===== config.mk =====
export PLATFORM = sky130hd
export DESIGN_NAME = bus_wait_gen
export DESIGN_NICKNAME = d
export VERILOG_FILES = /design/src/rtl/ws_pkg.sv /design/src/rtl/ws_ctrl.sv /design/src/rtl/ws_datapath.sv /design/src/rtl/bus_wait_gen.sv
export SDC_FILE = /design/constraint.sdc
export NUM_CORES = 1
export LEC_CHECK = 0
export BUFFER_PORTS_ARGS = -buffer_cell sky130_fd_sc_hd__buf_2
export CORE_AREA = 2 2 39 41
export DETAILED_ROUTE_END_ITERATION = 16
export DIE_AREA = 0 0 41 43
export PLACE_DENSITY = 0.52
export SYNTH_ARGS = -nofsm -noshare
export SYNTH_HDL_FRONTEND = slang
export SYNTH_HIERARCHICAL = 1
export SYNTH_SLANG_ARGS = --single-unit
export TNS_END_PERCENT = 100

===== constraint.sdc =====
create_clock -name clk -period 2.8 [get_ports clk]
set_input_delay 0.56 -clock clk [delete_from_list [all_inputs] [get_ports clk]]
set_output_delay 0.56 -clock clk [all_outputs]
set_load 0.02 [all_outputs]

===== src/rtl/ws_pkg.sv =====
package ws_pkg;
  typedef enum logic [1:0] {
    REG_NONE  = 2'b00,
    REG_SRAM  = 2'b01,
    REG_EPROM = 2'b10,
    REG_SPARE = 2'b11
  } regionT;

  typedef enum logic [1:0] {
    SRC_ZERO  = 2'b00,
    SRC_SRAM  = 2'b01,
    SRC_EPROM = 2'b10,
    SRC_DEF   = 2'b11
  } srcT;

  typedef struct packed {
    logic load;
    logic step;
    logic cfgWr;
    srcT  src;
  } strobeT;
endpackage


===== src/rtl/ws_ctrl.sv =====
module ws_ctrl
  import ws_pkg::*;
(
  input  logic       clk,
  input  logic       rst,
  input  logic       ale,
  input  logic [1:0] regionCode,
  input  logic       memNotIo,
  input  logic       cfgLoad,
  input  logic       cntZero,
  output strobeT     strb
);
  logic aleQ;
  logic aleFall;

  always_ff @(posedge clk) begin
    if (rst) aleQ <= 1'b0;
    else     aleQ <= ale;
  end

  assign aleFall = aleQ & ~ale;

  always_comb begin
    strb       = '0;
    strb.load  = aleFall;
    strb.step  = ~aleFall & ~cntZero;
    strb.cfgWr = cfgLoad;
    if (!memNotIo) begin
      strb.src = SRC_ZERO;
    end else begin
      unique case (regionT'(regionCode))
        REG_SRAM:  strb.src = SRC_SRAM;
        REG_EPROM: strb.src = SRC_EPROM;
        default:   strb.src = SRC_DEF;
      endcase
    end
  end

  // a load only follows an edge where ale was seen high
  assert_load_on_fall_R2: assert property (@(posedge clk) disable iff (rst)
    strb.load |-> ($past(ale) && !ale));

  // ale stable across two edges never produces a load
  assert_no_level_load_R10: assert property (@(posedge clk) disable iff (rst)
    ($past(ale) == ale) |-> !strb.load);
endmodule


===== src/rtl/ws_datapath.sv =====
module ws_datapath
  import ws_pkg::*;
#(
  parameter int CNT_W       = 3,
  parameter int SRAM_WAITS  = 1,
  parameter int EPROM_WAITS = 2,
  parameter int DEF_RESET   = 7
) (
  input  logic             clk,
  input  logic             rst,
  input  strobeT           strb,
  input  logic [CNT_W-1:0] cfgWaits,
  output logic             cntZero,
  output logic             rdyReq,
  output logic             busy
);
  localparam logic [CNT_W-1:0] SramCnt  = CNT_W'(SRAM_WAITS);
  localparam logic [CNT_W-1:0] EpromCnt = CNT_W'(EPROM_WAITS);
  localparam logic [CNT_W-1:0] DefInit  = CNT_W'(DEF_RESET);

  logic [CNT_W-1:0] cnt;
  logic [CNT_W-1:0] defReg;
  logic [CNT_W-1:0] loadVal;

  always_comb begin
    unique case (strb.src)
      SRC_SRAM:  loadVal = SramCnt;
      SRC_EPROM: loadVal = EpromCnt;
      SRC_DEF:   loadVal = defReg;
      default:   loadVal = '0;
    endcase
  end

  always_ff @(posedge clk) begin
    if (rst)             defReg <= DefInit;
    else if (strb.cfgWr) defReg <= cfgWaits;
  end

  always_ff @(posedge clk) begin
    if (rst)            cnt <= '0;
    else if (strb.load) cnt <= loadVal;
    else if (strb.step) cnt <= cnt - 1'b1;
  end

  assign cntZero = (cnt == '0);
  assign rdyReq  = cntZero;
  assign busy    = ~cntZero;

  // reset releases ready and clears busy
  assert_reset_ready_R1: assert property (@(posedge clk)
    rst |=> (rdyReq && !busy));

  // a nonzero load pulls ready low on the next cycle
  assert_load_waits_R3: assert property (@(posedge clk) disable iff (rst)
    (strb.load && loadVal != '0) |=> !rdyReq);

  // the counter steps down by exactly one
  assert_step_down_R8: assert property (@(posedge clk) disable iff (rst)
    (!strb.load && !cntZero) |=> (cnt == $past(cnt) - 1'b1));

  // the default register takes the written value
  assert_cfg_write_R7: assert property (@(posedge clk) disable iff (rst)
    strb.cfgWr |=> (defReg == $past(cfgWaits)));
endmodule


===== src/rtl/bus_wait_gen.sv =====
module bus_wait_gen
  import ws_pkg::*;
#(
  parameter int CNT_W       = 3,
  parameter int SRAM_WAITS  = 1,
  parameter int EPROM_WAITS = 2,
  parameter int DEF_RESET   = 7
) (
  input  logic             clk,
  input  logic             rst,
  input  logic             ale,
  input  logic [1:0]       regionCode,
  input  logic             memNotIo,
  input  logic             cfgLoad,
  input  logic [CNT_W-1:0] cfgWaits,
  output logic             rdyReq,
  output logic             busy
);
  strobeT strb;
  logic   cntZero;

  ws_ctrl uCtrl (
    .clk        (clk),
    .rst        (rst),
    .ale        (ale),
    .regionCode (regionCode),
    .memNotIo   (memNotIo),
    .cfgLoad    (cfgLoad),
    .cntZero    (cntZero),
    .strb       (strb)
  );

  ws_datapath #(
    .CNT_W       (CNT_W),
    .SRAM_WAITS  (SRAM_WAITS),
    .EPROM_WAITS (EPROM_WAITS),
    .DEF_RESET   (DEF_RESET)
  ) uData (
    .clk      (clk),
    .rst      (rst),
    .strb     (strb),
    .cfgWaits (cfgWaits),
    .cntZero  (cntZero),
    .rdyReq   (rdyReq),
    .busy     (busy)
  );

  // an I/O cycle start never leaves ready low afterwards
  assert_io_no_wait_R5: assert property (@(posedge clk) disable iff (rst)
    (strb.load && !memNotIo) |=> rdyReq);
endmodule


==> results <==
- The run finished with clean final reports.
- The fraction of final layout cells with drive strength greater than 1 is 30.4%.
- The pin count of the biggest net entering global routing is 9.
- The starting density of the core is 28.1%.
- The origin of the worst min-delay path is cfgWaits[2].
- Subtracting the final worst setup slack from the clock period gives 1690 ps.
- The kind of end point of the critical path is a primary output.
- Measured against its own limit, the worst slew margin works out to 78.8%.
- The number of global-route vias before repair was 284.
- After detailed routing, the average wire length per cell comes to 9.19 um.
- Input and output buffers added on the ports amount to 11.
- After technology mapping, the gate count stands at 44.
- Across the routed clock network, the largest skew measured is 2.36 ps.
- The global routing stage identified its most utilized layer as met2.
- The number of ports placed on the die boundary is 12.
- The number of clock buffers added by TritonCTS is 3.
- The power after layout is 0.468 mW.
- The die boundary height is 43 um.
- The number of sinks on the clock net is 7.
- Across all register-to-register paths, the minimum setup slack is 1350 ps.
- The number of nets in the layout is 69.
- In this run the number of H-tree levels came out at 1.
- Summed over all instances, the cell type with the most area after synthesis is sky130_fd_sc_hd__dfxtp_1.
- The category of the critical setup timing path is register to primary output.
- The path category of the worst min-delay check is input pin to register.
- The layout-stage area growth over the synthesis result is 20.3%.
- The unique cell type count in the Yosys netlist is 21.
- In the final timing run, aggregate negative setup slack is 0 ps.
- In the routed design, unresolved DRC markers number 0.
- Data arrives at the worst endpoint at 1130 ps.
- The x dimension of the die is 41 um.
- The count of final max-slew check failures is 0.
- The overall die area is 1760 um2.
- Setup repair after global routing left no endpoint under its margin.
- The number of synthesized register bits is 7.
- The average cell area after synthesis is 8.84 um2.
- The delay of the slowest cell on the worst path is 340 ps.
- The top achievable clock speed is 592 MHz.
- The number of nets in the synthesized netlist is 56.
- The placed instance area is 442 um2.
- After detailed routing, the total wire length is 662 um.
- The leftover overflow at the end of global routing is 0.
- The synthesis warning total is 6.
- In this run the deepest clock path goes through 2 buffers.
- The detail route stage leaves a number of antenna-violating nets equal to 0.
- The detail-routed via count per cell is 4.46.
- The final cell utilization of the core is 33.8%.
- The routing usage on met1 is 12.0%.
- The number of buffers inserted for hold repair after clock tree synthesis is 0.
- After routing the design area is 468 um2.
- The pin slew with the least headroom to its limit is 316 ps.
- 0 antenna diodes ended up in the layout.
- The congestion estimate from routability-driven global placement came to 0.669.
- The layout filler cell count is 148.
- The met2 usage is 12.5%.
- The share of the Yosys chip area taken by registers is 36.0%.
- Along the worst path, the maximum fanout reaches 2.
- The top cell type's share of synthesized area is 36.0%.
- The count of non-filler cells in the finished layout is 72.
- The count of maximum capacitance violations is 0.
- The setup slack at placement is 1190 ps.
- The number of setup buffers added after CTS is 0.
- By instance count, the cell type seen most on the critical path is sky130_fd_sc_hd__inv_1.
- For the worst setup path, the data required time is 2240 ps.
- The worst ir drop on vdd is 0.276 mV.
- TritonCTS built the clock tree.
- For the worst flop-to-flop path, the logic depth is 8.
- The post-CTS resize count is 0.
- For this run, global-route usage on met3 was measured as 1.57%.
- The total vias in the final route is 321.
- The clock latency reported for the late side of the worst-skew pair is 250 ps.
- The share of the clock period used by the worst path is 60.3%.
- The buffering stage count on the worst path with inverters included is 3.
- The gate family responsible for the most delay along the worst path is flip-flops.
- The length of the first detailed-routing pass in iterations is 4.
- The synthesized netlist occupies a cell area of 389 um2.
- Counting instances, the worst hold path has a depth of 2.
- The count of endpoints failing setup in the final report is 0.
- The initialized floorplan defines 14 standard-cell rows.
- By area the synthesized netlist is led by sky130_fd_sc_hd__dfxtp_1 (36%), sky130_fd_sc_hd__a211o_1 (9.0%), sky130_fd_sc_hd__ha_1 (6.4%).
- The total area inside the core boundary comes to 1380 um2.
- STA classifies the critical path startpoint as a register.
- In this run, the number of DRC markers left after iteration 0 of detailed routing was 7.
- In this run the static leakage power is 0.218 nW.
- The footprint of the multi-input gates is 204 um2.
- After detailed placement, the design holds a cell count of 68.
- Global routing consumed, over all layers together, 9.57% of the routing resources.
- The CTS root buffer is sky130_fd_sc_hd__clkbuf_4.
- The source of the worst register-to-register timing path is uData/cnt[0].
- For hold timing, the worst endpoint is uData/defReg[2].
- The total count of hold-check failures in the final report is 0.
- Traced cell by cell, the critical path runs through inv_1, ha_1, nand2b_1, inv_1, buf_2.
- In the layout the commonest cells are sky130_fd_sc_hd__buf_2 (11), sky130_fd_sc_hd__dfxtp_1 (7), sky130_fd_sc_hd__inv_1 (6).
- The post-layout worst setup margin is 1110 ps.
- The initial antenna violation count is 0.
- The estimated wirelength of the detail-placed design is 494 um.
- The footprint of the flip-flops and latches is 140 um2.
- The leading cell type in the layout, fill and taps excluded is sky130_fd_sc_hd__buf_2.
- The clock edge transition at the registers on the reported setup and hold paths is 50 ps.
- Dividing total power by cell area gives a power density of 999 nW/um2.
- The endpoint of the most critical register-to-register path is uData/cnt[1].
- The global-route wire length before repair is 1.09 mm.
- The worst hold slack across all endpoints is 509 ps.
- On the critical path, the stage with the largest delay is an instance of sky130_fd_sc_hd__dfxtp_1.
[worst max path at each step]
stage	from	endpoint	slack [ps]	cells after the start
floorplan	uData/cnt[0]	rdyReq	1240	5
global placement	ale	uData/cnt[2]	1220	6
detailed placement	ale	uData/cnt[2]	1190	6
CTS	uData/cnt[0]	rdyReq	1090	5
global route	uData/cnt[0]	rdyReq	1040	5
finish	uData/cnt[0]	rdyReq	1110	5
[synth_stat cells]
master / count
sky130_fd_sc_hd__o21a_1: 1
sky130_fd_sc_hd__nor3_1: 2
sky130_fd_sc_hd__nor2_1: 3
sky130_fd_sc_hd__xor2_1: 1
sky130_fd_sc_hd__nor4_2: 1
sky130_fd_sc_hd__dfxtp_1: 7
sky130_fd_sc_hd__nor2b_2: 1
sky130_fd_sc_hd__a21oi_1: 1
sky130_fd_sc_hd__a31oi_1: 1
sky130_fd_sc_hd__a211o_1: 4
sky130_fd_sc_hd__nor2b_1: 4
sky130_fd_sc_hd__o211ai_1: 1
sky130_fd_sc_hd__a211oi_1: 1
sky130_fd_sc_hd__inv_1: 6
sky130_fd_sc_hd__a21boi_1: 1
sky130_fd_sc_hd__nand2b_1: 1
sky130_fd_sc_hd__ha_1: 2
sky130_fd_sc_hd__and4_1: 1
sky130_fd_sc_hd__buf_4: 3
sky130_fd_sc_hd__nor2_2: 1
sky130_fd_sc_hd__o21ai_0: 1
[sequential cells by signal, summed over array words and instances (netlist names)]
signal        cells
uData/cnt         3
uData/defReg      3
uCtrl/aleQ        1
[metal layers]
| layer | vias to the layer above | wire length (um) |
|---|---|---|
| met4 | 0 | 4 |
| met3 | 2 | 47 |
| li1 | 171 | - |
| met1 | 139 | 315 |
| met5 | - | 0 |
| met2 | 9 | 294 |
[where the power goes]
group | switching, mW | internal [mW]
registers | 0.0158 | 0.126
clock network | 0.0381 | 0.0544
logic | 0.135 | 0.0981
total | 0.189 | 0.279
[cell type report]
class	count	share of cell area [%]
Multi-Input combinational cell	28	43.6
Sequential cell	7	29.9
Timing Repair Buffer	11	11.8
Clock buffer	4	5.61
Inverter	6	4.81
Tap cell	16	4.28
[kinds of logic (layout without fill, tap and decap cells)]
family / Yosys count / after routing / share of synthesized area (%)
buf+inv: 9 / 21 / 11.6
fa+ha+maj: 2 / 2 / 6.43
flops: 7 / 7 / 36.0
compound gates: 11 / 11 / 20.9
xor+xnor: 1 / 1 / 2.25
simple gates: 14 / 14 / 22.8
Note: power is estimated with default switching activity, not from simulation.
